[src/rtl/pwm_evt_pkg.sv]
package pwm_evt_pkg;

    localparam int NUM_EVT  = 6;
    localparam int NUM_CMP  = 2;
    localparam int TRIG_LSB = 8;

    localparam int REG_ENABLE = 0;
    localparam int REG_STATUS = 1;

    typedef enum logic [2:0] {
        EV_ZERO = 3'd0,
        EV_LOAD = 3'd1,
        EV_AUP  = 3'd2,
        EV_ADN  = 3'd3,
        EV_BUP  = 3'd4,
        EV_BDN  = 3'd5
    } evt_idx_e;

    typedef logic [NUM_EVT-1:0] evt_vec_t;

    typedef struct packed {
        evt_vec_t int_en;
        evt_vec_t trig_en;
        evt_vec_t status;
    } regs_state_t;

    typedef struct packed {
        logic trig;
    } pulse_state_t;

endpackage

[src/rtl/pwm_evt_detect.sv]
module pwm_evt_detect
    import pwm_evt_pkg::*;
#(
    parameter int CNT_W = 16
) (
    input  logic                           step,
    input  logic [CNT_W-1:0]               cnt,
    input  logic                           up,
    input  logic [CNT_W-1:0]               load,
    input  logic [NUM_CMP-1:0][CNT_W-1:0]  cmp,
    output evt_vec_t                       events
);

    logic [NUM_CMP-1:0] hit_up;
    logic [NUM_CMP-1:0] hit_dn;

    // One comparator per compare register, each split by direction
    for (genvar g = 0; g < NUM_CMP; g++) begin : g_cmp
        logic eq;
        assign eq        = (cnt == cmp[g]);
        assign hit_up[g] = step && eq && up;
        assign hit_dn[g] = step && eq && !up;
    end

    always_comb begin
        events          = '0;
        events[EV_ZERO] = step && (cnt == '0);
        events[EV_LOAD] = step && (cnt == load);
        for (int k = 0; k < NUM_CMP; k++) begin
            events[int'(EV_AUP) + 2*k] = hit_up[k];
            events[int'(EV_ADN) + 2*k] = hit_dn[k];
        end
    end

endmodule

[src/rtl/pwm_evt_regs.sv]
module pwm_evt_regs
    import pwm_evt_pkg::*;
#(
    parameter int DATA_W = 32,
    parameter int ADDR_W = 2
) (
    input  logic              clk,
    input  logic              rst_n,
    input  logic              wr,
    input  logic [ADDR_W-1:0] addr,
    input  logic [DATA_W-1:0] wdata,
    output logic [DATA_W-1:0] rdata,
    input  evt_vec_t          events,
    output evt_vec_t          int_en,
    output evt_vec_t          trig_en,
    output evt_vec_t          status
);

    localparam logic [ADDR_W-1:0] A_EN = ADDR_W'(REG_ENABLE);
    localparam logic [ADDR_W-1:0] A_ST = ADDR_W'(REG_STATUS);

    regs_state_t st_d, st_q;
    evt_vec_t    clr_mask;

    always_comb begin
        st_d     = st_q;
        clr_mask = '0;
        if (wr && addr == A_EN) begin
            st_d.int_en  = wdata[NUM_EVT-1:0];
            st_d.trig_en = wdata[TRIG_LSB +: NUM_EVT];
        end
        if (wr && addr == A_ST) begin
            clr_mask = wdata[NUM_EVT-1:0];
        end
        // Events use the enables held before this edge; a new set beats a clear
        st_d.status = (st_q.status & ~clr_mask) | (events & st_q.int_en);
    end

    always_ff @(posedge clk) begin
        if (!rst_n) begin
            st_q <= '0;
        end else begin
            st_q <= st_d;
        end
    end

    always_comb begin
        rdata = '0;
        if (addr == A_EN) begin
            rdata[NUM_EVT-1:0]          = st_q.int_en;
            rdata[TRIG_LSB +: NUM_EVT]  = st_q.trig_en;
        end else if (addr == A_ST) begin
            rdata[NUM_EVT-1:0]          = st_q.status;
        end
    end

    assign int_en  = st_q.int_en;
    assign trig_en = st_q.trig_en;
    assign status  = st_q.status;

endmodule

[src/rtl/pwm_evt_pulse.sv]
module pwm_evt_pulse
    import pwm_evt_pkg::*;
(
    input  logic     clk,
    input  logic     rst_n,
    input  evt_vec_t events,
    input  evt_vec_t trig_en,
    input  evt_vec_t status,
    output logic     adc_trig,
    output logic     irq
);

    pulse_state_t ps_d, ps_q;

    always_comb begin
        ps_d      = ps_q;
        ps_d.trig = |(events & trig_en);
    end

    always_ff @(posedge clk) begin
        if (!rst_n) begin
            ps_q <= '0;
        end else begin
            ps_q <= ps_d;
        end
    end

    assign adc_trig = ps_q.trig;
    assign irq      = |status;

endmodule

[src/rtl/pwm_event_trig.sv]
module pwm_event_trig
    import pwm_evt_pkg::*;
#(
    parameter int CNT_W  = 16,
    parameter int DATA_W = 32,
    parameter int ADDR_W = 2
) (
    input  logic              clk,
    input  logic              rst_n,
    input  logic              cnt_en,
    input  logic [CNT_W-1:0]  cnt_val,
    input  logic              cnt_up,
    input  logic [CNT_W-1:0]  load_val,
    input  logic [CNT_W-1:0]  cmpa_val,
    input  logic [CNT_W-1:0]  cmpb_val,
    input  logic              reg_wr,
    input  logic [ADDR_W-1:0] reg_addr,
    input  logic [DATA_W-1:0] reg_wdata,
    output logic [DATA_W-1:0] reg_rdata,
    output logic              irq,
    output logic              adc_trig
);

    evt_vec_t                      events;
    evt_vec_t                      int_en;
    evt_vec_t                      trig_en;
    evt_vec_t                      status;
    logic [NUM_CMP-1:0][CNT_W-1:0] cmp_bus;

    assign cmp_bus = {cmpb_val, cmpa_val};

    pwm_evt_detect #(.CNT_W(CNT_W)) u_detect (
        .step   (cnt_en),
        .cnt    (cnt_val),
        .up     (cnt_up),
        .load   (load_val),
        .cmp    (cmp_bus),
        .events (events)
    );

    pwm_evt_regs #(.DATA_W(DATA_W), .ADDR_W(ADDR_W)) u_regs (
        .clk     (clk),
        .rst_n   (rst_n),
        .wr      (reg_wr),
        .addr    (reg_addr),
        .wdata   (reg_wdata),
        .rdata   (reg_rdata),
        .events  (events),
        .int_en  (int_en),
        .trig_en (trig_en),
        .status  (status)
    );

    pwm_evt_pulse u_pulse (
        .clk      (clk),
        .rst_n    (rst_n),
        .events   (events),
        .trig_en  (trig_en),
        .status   (status),
        .adc_trig (adc_trig),
        .irq      (irq)
    );

endmodule

[config.mk]
export PLATFORM = sky130hd
export DESIGN_NAME = pwm_event_trig
export DESIGN_NICKNAME = d
export VERILOG_FILES = /design/src/rtl/pwm_evt_pkg.sv /design/src/rtl/pwm_evt_detect.sv /design/src/rtl/pwm_evt_regs.sv /design/src/rtl/pwm_evt_pulse.sv /design/src/rtl/pwm_event_trig.sv
export SDC_FILE = /design/constraint.sdc
export NUM_CORES = 1
export LEC_CHECK = 0
export BUFFER_PORTS_ARGS = -buffer_cell sky130_fd_sc_hd__buf_2
export CAP_MARGIN = 20
export CORE_AREA = 10 10 79 81
export CTS_BUF_LIST = sky130_fd_sc_hd__clkbuf_8
export CTS_CLUSTER_DIAMETER = 40
export DETAILED_ROUTE_END_ITERATION = 8
export DIE_AREA = 0 0 89 91
export MAX_ROUTING_LAYER = met4
export PLACE_DENSITY = 0.81
export SLEW_MARGIN = 15
export SYNTH_ARGS = -nofsm -noshare
export SYNTH_HDL_FRONTEND = slang
export SYNTH_SLANG_ARGS = --single-unit
[constraint.sdc]
create_clock -name clk -period 1.3 [get_ports clk]
set_input_delay 0.26 -clock clk [delete_from_list [all_inputs] [get_ports clk]]
set_output_delay 0.26 -clock clk [all_outputs]
set_load 0.05 [all_outputs]
==> Word-level counts from Yosys, hierarchy flattened <==
Index checks and enable logic that the tools add are counted.
{ "op_classes": {"add_sub_neg": 0, "mul": 0, "n_div": 0, "order_cmp": 0, "eq_ne": 4, "shifts": 0, "muxes": 4, "bitwise": 5, "n_reduce_logical": 15} }
{ "ops": {"columns": ["cell", "count"], "rows": [
  ["16-bit equality test", 3],
  ["6-bit two-way mux", 4],
  ["6-bit AND", 3],
  ["16-bit zero test", 1],
  ["6-bit OR reduction", 2],
  ["1-bit logical AND", 10],
  ["6-bit inverter", 1],
  ["6-bit OR", 1],
  ["2-bit by 1-bit equality test with 1-bit output, second input constant", 1],
  ["2-bit zero test", 1],
  ["1-bit zero test", 1]
]} }
{ "totals": {"register_bits": 19, "latchBits": 0, "mem_bits_rw": 0, "mem_bits_ro": 0, "input_bits": 103, "word_cells": 32, "memories": 0} }

==> Logic depth before layout (Yosys ltp) <==
{ "depth": {"ltp_word": 6, "depth_mapped": 6, "mapped_depth_nobuf": 5} }

==> By module <==
Synthesis repeated with hierarchy kept, for this count alone.
{ "hier_totals": {"hier_cells": 211, "hier_area_um2": 1754.2} }
{ "by_module_without_submodules": {"columns": ["mod", "instances", "cells_per_inst", "area_per_inst_um2", "seq_area_each_um2"], "rows": [
  ["pwm_evt_regs", 1, 122, 1084.8, 360.3],
  ["pwm_evt_detect", 1, 80, 603.1, 0.0],
  ["pwm_evt_pulse", 1, 9, 66.3, 20.0]
]} }

==> Worst setup path after synthesis <==
OpenSTA, ideal clock, no wires.
{ "synth_path": {"kind": "in2out", "from": "input port reg_addr[0]", "to": "output port reg_rdata[4]", "t_arrival_ns": 1.178, "required_time_ns": 1.040, "path_slack_ns": -0.138, "cell_stages": 3, "n_path_buf": 1, "cell_sequence": "buf_4 mux2i_1 nor2_1"} }
{ "synth_via": {"elab_chain_cells": 3} }
{ "synth_rtl": {"columns": ["element", "line_no", "rtl"], "rows": [
  ["start, declared", "pwm_event_trig.sv:17", "input logic [ADDR_W-1:0] reg_addr,"],
  ["2-bit by 1-bit equality test with 1-bit output", "pwm_evt_regs.sv:52", "end else if (addr == A_ST) begin"],
  ["6-bit two-way mux", "pwm_evt_regs.sv:52", null],
  ["6-bit two-way mux (*)", "pwm_evt_regs.sv:49", "if (addr == A_EN) begin"],
  ["end, declared", "pwm_event_trig.sv:19", "output logic [DATA_W-1:0] reg_rdata,"]
]} }
Mark *: on every way between the ends. The rest lies on a longest branch, timed or not.

==> Worst setup path in the final report <==
{ "layout_path": {"from": "register u_regs.st_q (netlist bit u_regs.status[4])", "to": "output port irq"} }
{ "layout_via": {"elab_chain_cells": 1} }
{ "layout_rtl": {"columns": ["element", "line_no", "rtl"], "rows": [
  ["start, declared", "pwm_evt_regs.sv:22", "regs_state_t st_d, st_q;"],
  ["start signal, assigned", "pwm_evt_regs.sv:43", "st_q <= st_d;"],
  ["6-bit OR reduction", "pwm_evt_pulse.sv:29", "assign irq = |status;"],
  ["end, declared", "pwm_event_trig.sv:20", "output logic irq,"]
]} }
Every way passes these cells.

==> reports/results.txt <==
The tree is rooted in a clkbuf_8. The effective utilization at floorplan was 34.6%; the final standard cell count with taps included and fillers excluded was 382. In the final layout, the share of cells above drive strength 1 is 49.1%.

The clock edge transition at the registers on the reported setup and hold paths came out at 0.07 ns. Ranked by total cell area, the synthesized netlist is headed by dfxtp_1, xnor2_1, buf_4. The finished cells cover 2480 µm².

The floorplan step set the die height to 91 µm. The area growth from synthesis to layout is 54.1%. OpenSTA, run right after detailed placement, puts the worst setup slack at -0.245 ns.

The logs give 0 for the final routed DRC violation total and 19 for the number of sinks driven by the clock tree. Setup repair after global routing could not meet its margin everywhere. Worst hold path class: input pin to register. The main flop type after synthesis is dfxtp_1.

The tools report the critical register-to-register path startpoint as u_regs.trig_en[3]$_SDFFE_PN0P_. For the clock latency reported for the late side of the worst-skew pair, the log shows 0.26 ns. The first global-routing pass estimated 8890 µm of wire. The logs give 0 for the count of nets left with antenna violations after detail routing and 0.934 for the placer's final routability congestion estimate. Counting tap cells, the placed design contains a total of 377 instances. The critical path starts at u_regs.status[4]$_SDFF_PN0_.

After synthesis, the share of flip-flops with an asynchronous set or reset is 0%. The total area inside the core boundary comes to 4660 µm². The cell count after synthesis came out at 209. The logs give 14.3% for the global-route usage over all layers and 2 for the number of failing setup endpoints in the final timing report.

The checks that failed: negative setup slack. Input and output buffers added on the ports amount to 96. STA classifies the critical path endpoint as an output pin.

The total power draw is 1.67 mW. The run gives 26 as the number of distinct library cell variants in the gate-level netlist after synthesis. For the max-slew violation count, the log shows 0.

The run gives 0 as the initial antenna violation count. The most critical setup path has its endpoint at irq. The final worst-path cycle share was 106%. The floorplan step set the die width to 89 µm. The critical path in this run is classified as register to output pin. The run gives 0 as the antenna cell count. Counting the buffers created by CTS gives 3. For this design the ratio of total power to cell area is 673 nW/µm². Entering global routing, the biggest net connects 20 pins.

After detailed routing, the total wire length is 6280 µm. Across all register-to-register paths, the minimum setup slack is 0.41 ns. The worst-case IR drop observed on VDD is 0.533 mV. The placed instances occupy a cell area of 2270 µm². During I/O placement, the number of pins put on the boundary was 137. The logs give 0.233 ns for the hold slack and 0 for the number of hold buffers added after cts. After filler insertion, the fill cell instance count of the layout stands at 432. The detail-routed via count per cell was 4.71; the total count of hold-check failures in the final report was 0.

Yosys mapped a number of flops with a built-in enable equal to 0. The leakage power total was 1.14 nW; the required time reported for the critical path endpoint was 1.04 ns. The synthesized netlist occupies a cell area of 1610 µm². The run gives 23.6% as the proportion of synthesized chip area in sequential cells.

The clock arrives with 0.000498 ns of skew. The post-synthesis sequential element count came out at 19. The number of buffers on the longest clock path was 2; the highest net fanout along the worst path was 2. TritonCTS built the clock tree. In this run the critical register-to-register path is captured at u_pulse.adc_trig$_SDFF_PN0_.

The biggest area contributor in the post-synthesis netlist is dfxtp_1. The portion of synthesized cell area occupied by the leading cell type came out at 23.6%. Ranked by instance count, the synthesized netlist is headed by xnor2_1, nand2_1, buf_4. The flow ran to the end, but the final reports show violations.

Each instance of the synthesized netlist takes up on average 7.71 µm². STA classifies the critical path startpoint as a register. The tools report the full die area as 8100 µm². For the sum of net half-perimeters after detailed placement, the log shows 5250 µm. The run gives 432 as the final-stage net count. Most instantiated library cell after synthesis: xnor2_1. Max-cap violations in this run came to 0. Yosys printed 0 warnings. The first detailed-routing pass ran for 4 iterations. Subtracting the final worst setup slack from the clock period gives 1.38 ns. The run gives 1815 as the via count of the first global-routing pass.

The count of routing violations after the opening detailed-route iteration is 141, and the worst reg2reg path depth is 3. In this run the core area contains 25 standard-cell rows. The worst endpoint data arrival time was 1.12 ns; the maximum operating frequency was 0.726 GHz. Global routing finished with a remaining overflow of 0. The final route contains 1798 vias. The total number of H-tree levels was 1. The least setup slack across all paths after layout was -0.0782 ns; the average detailed-routed wire length per instance was 16.4 µm.
-- how the worst min path moves through the flow --
stage / to / cells past startpoint / start
floorplan: u_regs.trig_en[2]$_SDFFE_PN0P_ / 2 / reg_wdata[10]
global route: u_regs.trig_en[1]$_SDFFE_PN0P_ / 3 / reg_wdata[9]
CTS: u_regs.trig_en[3]$_SDFFE_PN0P_ / 3 / reg_wdata[11]
detailed placement: u_regs.trig_en[2]$_SDFFE_PN0P_ / 2 / u_regs.trig_en[2]$_SDFFE_PN0P_
finish: u_regs.trig_en[3]$_SDFFE_PN0P_ / 3 / reg_wdata[11]
global placement: u_regs.trig_en[5]$_SDFFE_PN0P_ / 2 / u_regs.trig_en[5]$_SDFFE_PN0P_
-- critical path, cell delays in order, from the launching register on --
cell     delay (ns)
dfxtp_2        0.33
nor4_2         0.26
nand2_1        0.11
buf_6          0.16
-- per-layer routing --
metal	global-route usage, %	share of wire, %	vias to the layer above
met1	15.7	38	834
met4	2.52	0.59	0
met3	2.06	4.7	4
met2	26.3	57	59
met5	-	0	-
li1	-	-	901
-- cell families after synthesis --
| family | after synthesis | share of synthesized area [%] |
|---|---|---|
| AOI/OAI and AO/OA | 26 | 8.39 |
| xor gates and xnor gates | 48 | 26.1 |
| and+or+nand+nor | 75 | 23.9 |
| DFF | 19 | 23.6 |
| buffers and inverters | 32 | 12.7 |
| muxes | 8 | 5.12 |
| other | 1 | 0.233 |
-- flip-flops by register name, indices dropped and copies added (netlist names) --
register,cells
u_regs.status,6
u_regs.int_en,6
u_regs.trig_en,6
u_pulse.adc_trig,1
-- through the flow --
stage                     util [%]  TNS (ns)
after detailed placement      48.6     -1.41
after global placement        48.6     -1.47
after floorplan                  -    -0.230
final                         53.3    -0.105
after global routing          53.3    -0.319
after CTS                     50.4   -0.0691
-- layout by cell type, fill, tap and decap left out, types with 2 or more instances in the layout --
cell / instances
a21oi_2: 2
nand4_1: 12
o21ai_0: 6
xor2_1: 9
clkbuf_8: 3
nand3_1: 3
inv_1: 6
dfxtp_1: 14
a21oi_1: 16
nor4_2: 6
dfxtp_2: 5
nand2_1: 30
and2_2: 5
buf_6: 4
nor2_1: 4
conb_1: 20
xnor2_1: 30
buf_2: 82
nor2_2: 5
mux2i_1: 6
nor3_1: 3
buf_4: 33
nand4b_1: 2
mux2_2: 2
xnor2_2: 9
-- where the power goes --
| part | internal, mW | switching [mW] |
|---|---|---|
| combinational | 0.276 | 0.376 |
| sequential | 0.594 | 0.00984 |
| clock | 0.213 | 0.203 |
| total | 1.08 | 0.589 |
-- layout make-up --
cell class	count	area, µm²	share of cell area [%]
multi-input cells	177	1230	49.4
repair buffers	121	731	29.4
flip-flops and latches	19	387	15.6
well taps	54	67.6	2.72
clock buffers	3	41.3	1.66
inverters	7	26.3	1.06
clock inverters	1	5.00	0.202
-- timing repair --
item	in CTS	in global routing
endpoints found under the setup margin	10	14
buffers inserted	0	1
pin swaps	2	12
endpoints found under the hold margin	0	0
resized for setup	13	29
Power figures use the tool's default switching activity.
